$ cat src/rtl/efpPkg.sv
package efpPkg;
  typedef struct packed {
    logic doPop;   // pop receive FIFO this cycle
    logic doPush;  // push transmit FIFO this cycle
    logic capRd;   // load read-data register
    logic setOvf;  // write hit a full transmit FIFO
  } strb_t;
endpackage

$ cat src/rtl/efpCtrl.sv
module efpCtrl #(
  parameter int ADDR_W = 8,
  parameter logic [ADDR_W-1:0] PORT_ADDR = 8'h44,
  parameter int MIN_GAP = 50
) (
  input  logic              clk,
  input  logic              rstN,
  input  logic [ADDR_W-1:0] busAddr,
  input  logic              busRd,
  input  logic              busWr,
  input  logic              epDirIn,
  input  logic              rxEmpty,
  input  logic              txFull,
  output efpPkg::strb_t     strb,
  output logic              tooSoon
);
  localparam int GAP_W = $clog2(MIN_GAP + 1);
  localparam logic [GAP_W-1:0] GAP_RELOAD = GAP_W'(MIN_GAP - 1);

  logic rdPrev, wrPrev;
  logic rdRise, wrRise, hit, req, open, acc;
  logic isRd, isWr;
  logic [GAP_W-1:0] gapCnt;

  assign rdRise = busRd && !rdPrev;
  assign wrRise = busWr && !wrPrev;
  assign hit    = (busAddr == PORT_ADDR);
  assign req    = hit && (rdRise || wrRise);
  assign open   = (gapCnt == '0);
  assign acc    = req && open;
  assign isRd   = acc && rdRise && !epDirIn;
  assign isWr   = acc && wrRise && epDirIn;

  always_comb begin
    strb.doPop  = isRd && !rxEmpty;
    strb.doPush = isWr && !txFull;
    strb.capRd  = acc && rdRise && !isWr;
    strb.setOvf = isWr && txFull;
  end

  always_ff @(posedge clk or negedge rstN) begin
    if (!rstN) begin
      rdPrev  <= 1'b0;
      wrPrev  <= 1'b0;
      gapCnt  <= '0;
      tooSoon <= 1'b0;
    end else begin
      rdPrev  <= busRd;
      wrPrev  <= busWr;
      tooSoon <= req && !open;
      if (acc) gapCnt <= GAP_RELOAD;
      else if (!open) gapCnt <= gapCnt - 1'b1;
    end
  end

  // independent spacing monitor
  logic [GAP_W-1:0] sinceAcc;
  logic seenAcc;
  always_ff @(posedge clk or negedge rstN) begin
    if (!rstN) begin
      sinceAcc <= '0;
      seenAcc  <= 1'b0;
    end else if (acc) begin
      sinceAcc <= GAP_W'(1);
      seenAcc  <= 1'b1;
    end else if (sinceAcc != GAP_W'(MIN_GAP)) begin
      sinceAcc <= sinceAcc + 1'b1;
    end
  end

  AST_GAP_KEPT: assert property (@(posedge clk) disable iff (!rstN)
    (acc && seenAcc) |-> (sinceAcc >= GAP_W'(MIN_GAP)));
  AST_ONE_PER_EDGE: assert property (@(posedge clk) disable iff (!rstN)
    (strb.doPush || strb.doPop) |=> !(strb.doPush || strb.doPop));
  AST_DIR_EXCLUSIVE: assert property (@(posedge clk) disable iff (!rstN)
    !(strb.doPush && strb.doPop));
endmodule

$ cat src/rtl/efpData.sv
module efpData #(
  parameter int DATA_W = 16,
  parameter int BYTE_W = 8
) (
  input  logic              clk,
  input  logic              rstN,
  input  efpPkg::strb_t     strb,
  input  logic              epByteMode,
  input  logic [DATA_W-1:0] busWdata,
  input  logic [DATA_W-1:0] rxData,
  output logic [DATA_W-1:0] busRdata,
  output logic [DATA_W-1:0] txData,
  output logic              txOverflow
);
  localparam logic [DATA_W-1:0] FULL_MASK = '1;
  localparam logic [DATA_W-1:0] BYTE_MASK = {{(DATA_W-BYTE_W){1'b0}}, {BYTE_W{1'b1}}};

  logic [DATA_W-1:0] laneMask;
  assign laneMask = epByteMode ? BYTE_MASK : FULL_MASK;
  assign txData   = busWdata & laneMask;

  always_ff @(posedge clk or negedge rstN) begin
    if (!rstN) begin
      busRdata   <= '0;
      txOverflow <= 1'b0;
    end else begin
      if (strb.capRd) busRdata <= strb.doPop ? (rxData & laneMask) : '0;
      if (strb.setOvf) txOverflow <= 1'b1;
    end
  end

  AST_OVF_STICKY: assert property (@(posedge clk) disable iff (!rstN)
    txOverflow |=> txOverflow);
  AST_BYTE_PUSH_CLEAN: assert property (@(posedge clk) disable iff (!rstN)
    (strb.doPush && epByteMode) |-> (txData[DATA_W-1:BYTE_W] == '0));
  AST_RDATA_HOLD: assert property (@(posedge clk) disable iff (!rstN)
    !strb.capRd |=> $stable(busRdata));
endmodule

$ cat src/rtl/efpPort.sv
module efpPort #(
  parameter int ADDR_W = 8,
  parameter int DATA_W = 16,
  parameter int BYTE_W = 8,
  parameter logic [ADDR_W-1:0] PORT_ADDR = 8'h44,
  parameter int MIN_GAP = 50
) (
  input  logic              clk,
  input  logic              rstN,
  input  logic [ADDR_W-1:0] busAddr,
  input  logic              busRd,
  input  logic              busWr,
  input  logic [DATA_W-1:0] busWdata,
  output logic [DATA_W-1:0] busRdata,
  input  logic              epDirIn,
  input  logic              epByteMode,
  output logic              txPush,
  output logic [DATA_W-1:0] txData,
  input  logic              txFull,
  output logic              rxPop,
  input  logic [DATA_W-1:0] rxData,
  input  logic              rxEmpty,
  output logic              tooSoon,
  output logic              txOverflow
);
  efpPkg::strb_t strb;

  efpCtrl #(.ADDR_W(ADDR_W), .PORT_ADDR(PORT_ADDR), .MIN_GAP(MIN_GAP)) uCtrl (
    .clk(clk), .rstN(rstN), .busAddr(busAddr), .busRd(busRd), .busWr(busWr),
    .epDirIn(epDirIn), .rxEmpty(rxEmpty), .txFull(txFull),
    .strb(strb), .tooSoon(tooSoon)
  );

  efpData #(.DATA_W(DATA_W), .BYTE_W(BYTE_W)) uData (
    .clk(clk), .rstN(rstN), .strb(strb), .epByteMode(epByteMode),
    .busWdata(busWdata), .rxData(rxData), .busRdata(busRdata),
    .txData(txData), .txOverflow(txOverflow)
  );

  assign txPush = strb.doPush;
  assign rxPop  = strb.doPop;

  AST_POP_NOT_EMPTY: assert property (@(posedge clk) disable iff (!rstN)
    rxPop |-> (!rxEmpty && !epDirIn));
  AST_PUSH_NOT_FULL: assert property (@(posedge clk) disable iff (!rstN)
    txPush |-> (!txFull && epDirIn));
endmodule

$ cat config.mk
export PLATFORM = sky130hd
export DESIGN_NAME = efpPort
export DESIGN_NICKNAME = d
export VERILOG_FILES = /design/src/rtl/efpPkg.sv /design/src/rtl/efpCtrl.sv /design/src/rtl/efpData.sv /design/src/rtl/efpPort.sv
export SDC_FILE = /design/constraint.sdc
export NUM_CORES = 1
export LEC_CHECK = 0
export BUFFER_PORTS_ARGS = -buffer_cell sky130_fd_sc_hd__buf_2
export CAP_MARGIN = 20
export CORE_UTILIZATION = 42
export CTS_CLUSTER_DIAMETER = 30
export CTS_CLUSTER_SIZE = 30
export DETAILED_ROUTE_END_ITERATION = 10
export PLACE_DENSITY = 0.83
export SYNTH_ARGS = -nofsm -noshare
export SYNTH_HDL_FRONTEND = slang
export SYNTH_HIERARCHICAL = 1
export SYNTH_SLANG_ARGS = --single-unit
$ cat constraint.sdc
create_clock -name clk -period 3.15 [get_ports clk]
set_input_delay 0.4725 -clock clk [delete_from_list [all_inputs] [get_ports clk]]
set_output_delay 0.4725 -clock clk [all_outputs]
set_load 0.01 [all_outputs]
==> results.sh <==
export IMPL_track_usage_pct=17.5
export IMPL_grt_overflow_total=0
export IMPL_initial_core_util_pct=43.9
export IMPL_wl_per_cell_um=11.6
export IMPL_setup_tns_ns=0
export IMPL_synthCells=134
export IMPL_postSynth_asyncResetShare_pct=100
export IMPL_cp_common_cell="buf_4"
export IMPL_topRoutingLayerUsed="met4"
export IMPL_synth_edf_count=0
export IMPL_synth_avg_cell_area_sq_um=10.0
export IMPL_postPlaceCellArea_sq_um=1660
export IMPL_cp_start_kind="flip-flop"
export IMPL_comb_power_share_pct=9.2
export IMPL_antennaDiodeCount=0
export IMPL_endpoint_kind="primary output"
export IMPL_synthTopCellsByArea="dfrtp_1 49%, o22ai_2 7.5%, and2b_2 6.5%"
export IMPL_fillCellCount=300
export IMPL_status="complete, no violations"
export IMPL_ctsResizeCount=0
export IMPL_syn_area_sq_um=1340
export IMPL_gp_congestion=0.827
export IMPL_antenna_found_initial=0
export IMPL_grt_pass1_vias=1064
export IMPL_syn2layout_area_growth_pct=26.6
export IMPL_die_w_um=58.5
export IMPL_yosysSeqAreaShare_pct=48.5
export IMPL_ys_types=28
export IMPL_worstSetupPathType="flip-flop to primary output"
export IMPL_critPathSlowestCell="dfrtp_1"
export IMPL_p_leak_nw=0.884
export IMPL_switchingPower_mw=0.118
export IMPL_wl_met1_um=1100
export IMPL_power_share_sequential_pct=60.8
export IMPL_htree_levels=1
export IMPL_finalMaxSlewViolations=0
export IMPL_postRouteAntennaNets=0
export IMPL_die_h_um=58.5
export IMPL_drt_wl_total_um=2780
export IMPL_powerDensity_nw_per_um2=326
export IMPL_portBuffers=67
export IMPL_fp_row_count=20
export IMPL_crit_path_cell_trace="inv_1, ha_1, nor3b_1, buf_4, nand2_1, nor4b_1, buf_4, buf_2"
export IMPL_hold_buffers=0
export IMPL_synth_top_flop_cell="dfrtp_1"
export IMPL_finalSetupViolCount=0
export IMPL_min_period_ns=2.67
export IMPL_post_cts_buffers=0
export IMPL_dieArea_sq_um=3420
export IMPL_hold_class="input pin to asynchronous set/reset pin"
export IMPL_drtIter0Drc=33
export IMPL_fp_coreArea_sq_um=3050
export IMPL_cts_inserted_buffers=3
export IMPL_synth_most_common_cell="dfrtp_1"
export IMPL_drive_above_1_share_pct=49.7
export IMPL_rsz0062_at_grt="no"
export IMPL_drv_cap=0
export IMPL_grt_pass1_wl_um=4440
export IMPL_relSlewSlack_pct=53.8
export IMPL_first_pass_iters=4
export IMPL_fmax_mhz=375
export IMPL_vias=1148
export IMPL_finalHoldViolCount=0
export IMPL_clockPowerShare_pct=30.0
export IMPL_peakVddDrop_mv=0.160
export IMPL_p_sw_share_pct=21.4
export IMPL_cts_max_path_buffers=2
export IMPL_crit_fanout=10
export IMPL_fin_nets=245
export IMPL_critPathArrivalTime_ns=2.20
export IMPL_boundaryPins=84
export IMPL_skew_ns=0.00505
export IMPL_met3WireLength_um=212
export IMPL_synth_warnings=6
export IMPL_grt_start_max_net_pins=33
export IMPL_slowest_delay_ns=0.41
export IMPL_finalCritPeriodShare_pct=84.7
export IMPL_final_area_sq_um=1700
export IMPL_critical_path_required_ns=2.68
export IMPL_synth_seq_cells=26
export IMPL_tightest_slew_ns=0.690
export IMPL_cts_sinks=26
export IMPL_synth_nets=183
export IMPL_route_met2_wl_um=1450
export IMPL_cts_tree="built"
export IMPL_root_buffer="clkbuf_4"
export IMPL_clock_latency_ns=0.31
export IMPL_cts_clk_slew_worst_paths_ns=0.14
export IMPL_avgViaCountPerCell=4.80
export IMPL_drc=0
export IMPL_hpwlAfterDp_um=2200
export IMPL_synth_common_cells="26 x dfrtp_1, 20 x inv_1, 11 x buf_4"
export IMPL_synth_top_cell_by_area="dfrtp_1"
export IMPL_synth_top_area_share_pct=48.5
export IMPL_p_int_mw=0.434
export IMPL_fin_hold_ws_ns=0.119
cells by family (layout without fill, tap and decap cells):
| logic type | Yosys count | count (layout) | share of synthesized area (%) |
|---|---|---|---|
| compound gates | 28 | 28 | 16.0 |
| xor+xnor | 1 | 1 | 0.653 |
| fa+ha+maj | 1 | 1 | 0.933 |
| buf+inv | 33 | 94 | 13.0 |
| flops | 26 | 26 | 48.5 |
| simple gates | 45 | 45 | 20.9 |
cell usage in the layout (no fill, tap or decap), types with 2 or more instances in the layout:
cell type / count
buf_2: 67
dfrtp_1: 26
inv_1: 20
nand2_1: 10
and2b_2: 10
o21ai_0: 10
o22ai_2: 8
nand3_1: 8
a21oi_1: 5
clkbuf_4: 3
buf_4: 3
nor2_1: 3
nor4_1: 3
o211ai_1: 2
or4_1: 2
area by class of cell:
| cell class | instances | area [sq um] | area share [%] |
|---|---|---|---|
| Timing Repair Buffer | 70 | 358 | 21.1 |
| Tap cell | 44 | 55.1 | 3.24 |
| Clock buffer | 4 | 36.3 | 2.14 |
| Sequential cell | 26 | 651 | 38.3 |
| Inverter | 20 | 75.1 | 4.42 |
| Multi-Input combinational cell | 75 | 523 | 30.8 |
through the flow:
step           instances  util, %  setup WS [ns]  power [mW]
6_report             239     55.6          0.482       0.553
5_1_grt              239     55.6          0.295       0.585
3_3_place_gp         235     54.4          0.826       0.393
4_1_cts              239     55.6          0.452       0.562
2_1_floorplan        134        -          0.680       0.367
3_5_place_dp         235     54.4          0.806       0.395
per-layer routing:
| metal | global-route usage (%) | up-vias |
|---|---|---|
| met2 | 30.7 | 44 |
| met1 | 19.7 | 538 |
| li1 | - | 564 |
| met5 | 0 | - |
| met4 | 8.50 | 0 |
| met3 | 4.40 | 2 |
critical path: cells and delay by family, from the launching register on:
family                     cells  cell delay [ns]
adders and majority gates      1             0.20
buffers and inverters          4             0.62
DFF                            1             0.41
and+or+nand+nor                3             0.65
power groups by stage:
stage | combinational, mW | sequential [mW] | clock (mW)
after floorplan | 0.0245 | 0.342 | 0
after global placement | 0.0510 | 0.342 | 0
after detailed placement | 0.0523 | 0.342 | 0
after CTS | 0.0524 | 0.336 | 0.174
after global routing | 0.0569 | 0.336 | 0.192
final | 0.0511 | 0.336 | 0.166
sequential cells by signal, indices dropped and copies added (netlist names):
name and cells:
uCtrl/rdPrev 1, uCtrl/tooSoon 1, uData/busRdata 16, uCtrl/gapCnt 6
uCtrl/wrPrev 1, uData/txOverflow 1
worst paths after layout:
check                                 start            endpoint  cells past startpoint  slack [ns]
max                         uCtrl/gapCnt[0]               rxPop                      8        0.48
min                                    rstN    uData/txOverflow                      1        0.12
max reg2reg                 uCtrl/gapCnt[0]  uData/busRdata[13]                      9        0.86
min reg2reg                uData/txOverflow    uData/txOverflow                      1        0.48
max in group asynchronous              rstN  uData/busRdata[10]                      1        2.66
min in group clk                      busWr        uCtrl/wrPrev                      1        0.27
(Power assumes the default switching activity.)
